--- config.mk ---
export PLATFORM = sky130hd
export DESIGN_NAME = irq_summary_agg
export DESIGN_NICKNAME = d
export VERILOG_FILES = /design/src/rtl/irq_sum_pkg.sv /design/src/rtl/irq_sum_tree.sv /design/src/rtl/irq_eoi_ctrl.sv /design/src/rtl/irq_blk_timer.sv /design/src/rtl/irq_summary_agg.sv
export SDC_FILE = /design/constraint.sdc
export NUM_CORES = 1
export LEC_CHECK = 0
export BUFFER_PORTS_ARGS = -buffer_cell sky130_fd_sc_hd__buf_2
export CORE_AREA = 2 2 336 338
export DETAILED_ROUTE_END_ITERATION = 16
export DIE_AREA = 0 0 338 340
export HOLD_SLACK_MARGIN = 0.02
export PLACE_DENSITY = 0.36
export REMOVE_ABC_BUFFERS = 1
export SLEW_MARGIN = 20
export SYNTH_ARGS = -nofsm -noshare
export SYNTH_HDL_FRONTEND = slang
export SYNTH_SLANG_ARGS = --single-unit
--- constraint.sdc ---
create_clock -name clk -period 2.6 [get_ports clk]
set_clock_uncertainty 0.05 [all_clocks]
set_input_delay 0.52 -clock clk [delete_from_list [all_inputs] [get_ports clk]]
set_output_delay 0.52 -clock clk [all_outputs]
set_load 0.005 [all_outputs]
--- src/rtl/irq_sum_pkg.sv ---
package irq_sum_pkg;
  localparam int REG_W   = 32;
  localparam int EN_BIT  = 16;
  localparam int EOI_BIT = 29;

  typedef enum logic [1:0] {
    LINE_IDLE   = 2'd0,
    LINE_ACTIVE = 2'd1,
    LINE_GAP    = 2'd2
  } line_state_e;
endpackage

--- src/rtl/irq_sum_tree.sv ---
module irq_sum_tree #(
  parameter int NUM_GROUPS = 46,
  parameter int GROUP_SIZE = 4,
  parameter int SUM_W      = 64,
  localparam int NUM_PINS  = NUM_GROUPS * GROUP_SIZE
) (
  input  logic                clk,
  input  logic                rst_n,
  input  logic [NUM_PINS-1:0] pend,
  input  logic [NUM_PINS-1:0] unmask,
  output logic [SUM_W-1:0]    summary,
  output logic                any_live
);
  logic [SUM_W-1:0] grp_or;

  // One OR per group of pins; bits past the last group are tied low.
  for (genvar g = 0; g < SUM_W; g++) begin : g_grp
    if (g < NUM_GROUPS) begin : g_valid
      assign grp_or[g] = |pend[g*GROUP_SIZE +: GROUP_SIZE];
    end else begin : g_pad
      assign grp_or[g] = 1'b0;
    end
  end

  assign any_live = |(pend & unmask);

  always_ff @(posedge clk or negedge rst_n) begin
    if (!rst_n) begin
      summary <= '0;
    end else begin
      summary <= grp_or;
    end
  end
endmodule

--- src/rtl/irq_eoi_ctrl.sv ---
module irq_eoi_ctrl
  import irq_sum_pkg::*;
(
  input  logic clk,
  input  logic rst_n,
  input  logic any_live,
  input  logic eoi_req,
  output logic line
);
  line_state_e st_q, st_d;

  always_comb begin
    st_d = st_q;
    unique case (st_q)
      LINE_IDLE:   if (any_live) st_d = LINE_ACTIVE;
      LINE_ACTIVE: if (eoi_req)  st_d = LINE_GAP;
      LINE_GAP:    st_d = any_live ? LINE_ACTIVE : LINE_IDLE;
      default:     st_d = LINE_IDLE;
    endcase
  end

  always_ff @(posedge clk or negedge rst_n) begin
    if (!rst_n) begin
      st_q <= LINE_IDLE;
    end else begin
      st_q <= st_d;
    end
  end

  assign line = (st_q == LINE_ACTIVE);
endmodule

--- src/rtl/irq_blk_timer.sv ---
module irq_blk_timer #(
  parameter int LEN_W = 12
) (
  input  logic             clk,
  input  logic             rst_n,
  input  logic             tick,
  input  logic             arm,
  input  logic [LEN_W-1:0] len,
  output logic             active
);
  logic [LEN_W-1:0] cnt_q, cnt_d;
  logic             cnt_ce;

  assign active = |cnt_q;

  // A new arm reloads the count even inside an open window.
  always_comb begin
    cnt_ce = arm | (tick & active);
    if (arm) begin
      cnt_d = len;
    end else begin
      cnt_d = cnt_q - LEN_W'(1);
    end
  end

  always_ff @(posedge clk or negedge rst_n) begin
    if (!rst_n) begin
      cnt_q <= '0;
    end else if (cnt_ce) begin
      cnt_q <= cnt_d;
    end
  end
endmodule

--- src/rtl/irq_summary_agg.sv ---
module irq_summary_agg
  import irq_sum_pkg::*;
#(
  parameter int NUM_GROUPS = 46,
  parameter int GROUP_SIZE = 4,
  parameter int SUM_W      = 64,
  parameter int LEN_W      = 12,
  localparam int NUM_PINS  = NUM_GROUPS * GROUP_SIZE,
  localparam int HALF_W    = SUM_W / 2
) (
  input  logic                clk,
  input  logic                rst_n,
  input  logic                slow_tick,
  input  logic [NUM_PINS-1:0] pin_pending,
  input  logic [NUM_PINS-1:0] pin_unmasked,
  input  logic [NUM_PINS-1:0] pin_irq_en,
  input  logic                dbnc_wr,
  input  logic                mst_wr,
  input  logic [LEN_W-1:0]    mst_wlen,
  input  logic                mst_wen,
  input  logic                mst_weoi,
  output logic [REG_W-1:0]    mst_rdata,
  output logic [HALF_W-1:0]   sum_lo,
  output logic [HALF_W-1:0]   sum_hi,
  output logic                host_irq,
  output logic                status_block,
  output logic [NUM_PINS-1:0] pin_irq_en_rd
);
  logic [SUM_W-1:0] summary;
  logic             any_live;
  logic             eoi_req;
  logic [LEN_W-1:0] cfg_len_q;
  logic             cfg_en_q;

  // Master control register: length and enable are stored, EOI is a strobe.
  always_ff @(posedge clk or negedge rst_n) begin
    if (!rst_n) begin
      cfg_len_q <= '0;
      cfg_en_q  <= 1'b0;
    end else if (mst_wr) begin
      cfg_len_q <= mst_wlen;
      cfg_en_q  <= mst_wen;
    end
  end

  assign eoi_req = mst_wr & mst_weoi;

  always_comb begin
    mst_rdata                = '0;
    mst_rdata[LEN_W-1:0]     = cfg_len_q;
    mst_rdata[EN_BIT]        = cfg_en_q;
  end

  irq_sum_tree #(
    .NUM_GROUPS (NUM_GROUPS),
    .GROUP_SIZE (GROUP_SIZE),
    .SUM_W      (SUM_W)
  ) u_tree (
    .clk      (clk),
    .rst_n    (rst_n),
    .pend     (pin_pending),
    .unmask   (pin_unmasked),
    .summary  (summary),
    .any_live (any_live)
  );

  assign sum_lo = summary[HALF_W-1:0];
  assign sum_hi = summary[SUM_W-1:HALF_W];

  irq_eoi_ctrl u_line (
    .clk      (clk),
    .rst_n    (rst_n),
    .any_live (any_live),
    .eoi_req  (eoi_req),
    .line     (host_irq)
  );

  irq_blk_timer #(
    .LEN_W (LEN_W)
  ) u_blk (
    .clk    (clk),
    .rst_n  (rst_n),
    .tick   (slow_tick),
    .arm    (dbnc_wr & cfg_en_q),
    .len    (cfg_len_q),
    .active (status_block)
  );

  assign pin_irq_en_rd = status_block ? '0 : pin_irq_en;
endmodule

==> metrics.md <==
| Metric | Value |
|---|---|
| Outcome | finished with violations |
| Failing checks | setup timing |
| Final instance area | 13000 µm² |
| Register area | 1827 µm² |
| HP Class | in -> reg |
| Gr ovfl total | 0 |
| Initial Utilization | 4.645% |
| FP Rows | 123 |
| Pwr/cell area | 319.2 nW/µm² |
| Arrival time worst endpoint | approximately 2.5 ns |
| Slew Limit Fails | 0 |
| Crit path required time | 2.03 ns |
| Register area share after synthesis | 35.25% |
| Synthesized instance count | 557 |
| RSZ-0062 raised after global routing | yes |
| Detailed Route Iter0 Violations | around 450 |
| Fin crit period | 3.016 ns |
| Setup WS pre-CTS | -0.1700 ns |
| Core area | 111600 µm² |
| Share of cells above drive strength 1 | 70.94% |
| Final setup violating endpoints | 185 |
| Clk sinks | 73 |
| Vias per cell | 2.931 |
| Post-Syn Area | 5182 µm² |
| Fmax | between 300 and 400 MHz |
| Synth unique cells | 33 |
| Worst Setup End Kind | output pin |
| Routability cong. | 0.8964 |
| Post-layout net count | 1995 |
| Hold path depth | 2 |
| Layout area overhead | 150.8% |
| Final worst path period share | 116.0% |
| Skew-Pair Late Insertion Delay | 0.41 ns |
| Vias in the first global route | 8701 |
| DRC violations left | 0 |
| Pwr Total | 4.150 mW |
| Clk root buf | clkbuf_16 |
| Total track usage | 13.17% |
| Filler Cells Inserted | around 13000 |
| H-tree levels | 3 |
| Io pins | between 800 and 900 |
| Ys Warns | 0 |
| Endpoints failing hold | 0 |
| Adder-cell share of the synthesized area | 0.2414% |
| Flop-to-flop setup slack | 0.20 ns |
| Initial antenna violation count | a little under 90 |
| Clock Path Buffers | 2 |
| Fraction of synthesized cell area in xor and xnor cells | 1.859% |
| DIE AREA | 114900 µm² |
| Final worst slack | -0.4159 ns |
| Largest net degree at the start of global routing | 44 |
| Post-synthesis mux area share | 3.042% |
| Worst setup SP type | flip-flop |
| Reg2reg end | u_blk.cnt_q[3]$_DFFE_PN0P_ |
| First-pass detailed-route iteration total | 4 |
| Number of synthesized register bits | 73 |
| HP Start | pin_pending[27] |
| Final Hold Slack | roughly 0.28 ns |
| Wire length of the first global-routing pass | ~95 mm |
| Maximum capacitance violations | 0 |
| I/O Buffers | about 820 |
| CTS tree | done |
| Mapped Avg Cell Area | 9.304 µm² |
| CP max FO | 5 |
| R2R depth | 11 |
| Rel. slew slack | about 54% |
| Post-route antenna net violation count | 0 |
| Placed inst area | 11230 µm² |
| R2r startpoint | u_blk.cnt_q[0]$_DFFE_PN0P_ |
| Largest family of logic cells by synthesized area | simple AND/OR/NAND/NOR gates |
| Die Y | 340 µm |
| Compound-cell area share of the yosys netlist | 17.02% |
| Clk slew on worst S/H paths | 0.08 ns |
| Worst-margin pin slew | 0.6926 ns |
| Die Width | roughly 340 µm |
| Static Leak | 6.128 nW |
| Num CTS Buffers | 9 |
| Drt wl/cell | 27.23 µm |
| Total Wirelength | ~80 mm |
| Max IR drop VDD | a little over 0.3 mV |
| Hold Path Sink | u_tree.summary[6]$_DFF_PN0_ |
| WS Path Type | reg -> out |
| Dpl hpwl | 71.58 mm |
| Synth Area in Simple Gates | 34.93% |
| Routed via count | 8645 |
| Multi-input gate area | 3354 µm² |
## critical path, cell delays in order, from the launching register on
cell       delay (ns)
dfrtp_1          0.39
inv_2            0.08
ha_4             0.13
or4b_4           0.48
nor4_4           0.18
buf_6            0.16
buf_12           0.14
buf_12           0.12
clkbuf_16        0.13
and2_4           0.14
buf_6            0.08
## synth_stat cells
library cell	instances	share of area [%]
and2_1	184	22
dfrtp_1	73	35
or4_1	48	7.0
buf_4	38	5.5
a221oi_1	35	5.9
a22o_1	35	5.9
clkbuf_1	23	1.7
a22oi_1	22	3.2
mux2_2	14	3.0
nand4_1	12	1.4
nor2_1	12	0.87
a21oi_1	11	1.1
xnor2_1	8	1.4
nor3_1	6	0.58
nand3_1	5	0.48
nand2_1	4	0.29
nor4_1	4	0.48
inv_1	3	0.22
xor2_1	3	0.51
buf_2	2	0.19
nor4b_1	2	0.34
or4b_1	2	0.39
a21o_1	1	0.14
a41oi_1	1	0.17
and3_1	1	0.12
conb_1	1	0.072
ha_1	1	0.24
nand2b_1	1	0.12
nor2b_1	1	0.12
nor4_4	1	0.41
o21ai_0	1	0.096
o41ai_4	1	0.53
or2_2	1	0.12
## metal layers
| layer | global-route usage (%) | vias up | routed length [µm] |
|---|---|---|---|
| li1 | - | 3772 | - |
| met3 | 3.401 | 136 | 5236 |
| met4 | 2.481 | 34 | 1674 |
| met2 | 23.65 | 592 | 40660 |
| met5 | 0 | - | 211 |
| met1 | 15.70 | 4111 | 32560 |
## where the power goes
group	switching, mW	internal [mW]
combinational	0.701	0.644
clock	0.720	0.753
sequential	0.0927	1.24
## worst max path at each step
stage                                    start                          to  slack, ns  cells after the start
floorplan           u_blk.cnt_q[0]$_DFFE_PN0P_  u_blk.cnt_q[3]$_DFFE_PN0P_      -2.28                      8
global placement                pin_pending[4]  u_line.st_q[0]$_DFFE_PN0P_      -0.15                     10
detailed placement  u_blk.cnt_q[0]$_DFFE_PN0P_           pin_irq_en_rd[44]      -0.17                      8
CTS                 u_blk.cnt_q[0]$_DFFE_PN0P_           pin_irq_en_rd[76]      -0.57                     10
global route        u_blk.cnt_q[0]$_DFFE_PN0P_          pin_irq_en_rd[168]      -0.51                     10
finish              u_blk.cnt_q[0]$_DFFE_PN0P_           pin_irq_en_rd[65]      -0.42                     10
## through the flow
stage | std cells | TNS, ns | utilization [%]
5_1_grt | 2936 | -82.34 | 11.62
2_1_floorplan | 530 | -407.50 | -
6_report | 2950 | -66.84 | 11.65
3_3_place_gp | 2883 | -8.192 | 10.06
3_5_place_dp | 2883 | -10.95 | 10.06
4_1_cts | 2916 | -92.02 | 10.86
## cells by family (layout without fill, tap and decap cells)
family / Yosys count / after routing
compound gates: 107 / 107
xor+xnor: 11 / 11
simple gates: 284 / 284
fa+ha+maj: 1 / 1
other cells: 1 / 59
buf+inv: 66 / 901
mux: 14 / 14
flops: 73 / 73
## state kept, by name, indices dropped and copies added, names as in the netlist
signal	count
cfg_en_q	1
u_tree.summary	46
cfg_len_q	12
u_line.st_q	2
u_blk.cnt_q	12
## timing repair
action | CTS | global route
pin swaps | 23 | 55
hold buffers | 1 | 0
gates cloned | 6 | 10
resized for setup | 85 | 150
buffers inserted | 10 | 5
setup endpoints to repair | 185 | 186
endpoints found under the hold margin | 25 | 0
## final cells by class
| cell class | instances | area share, % |
|---|---|---|
| diodes | 22 | 0.4235 |
| clock buffers | 10 | 1.761 |
| clock inverters | 6 | 0.5101 |
| inverters | 3 | 0.08662 |
| multi-input cells | 454 | 25.80 |
| flip-flops and latches | 73 | 14.05 |
| well taps | 1500 | 14.44 |
| repair buffers | 882 | 42.93 |
## layout by cell type, fill, tap and decap left out, types with 5 or more instances in the layout
| cell | netlist | final |
|---|---|---|
| buf_12 | 0 | 14 |
| clkbuf_16 | 0 | 15 |
| nand3_1 | 5 | 5 |
| nor2_1 | 12 | 12 |
| a22oi_1 | 22 | 22 |
| buf_8 | 0 | 6 |
| a221oi_1 | 35 | 35 |
| conb_1 | 1 | 37 |
| dfrtp_1 | 73 | 73 |
| a22o_1 | 35 | 35 |
| nor3_1 | 6 | 6 |
| mux2_2 | 14 | 14 |
| buf_6 | 0 | 98 |
| nand4_1 | 12 | 12 |
| xnor2_1 | 8 | 8 |
| and2_4 | 0 | 96 |
| or4_1 | 48 | 48 |
| a21oi_1 | 11 | 11 |
| buf_4 | 38 | 36 |
| and2_1 | 184 | 88 |
| diode_2 | 0 | 22 |
| buf_2 | 2 | 718 |
Power figures use the tool's default switching activity.
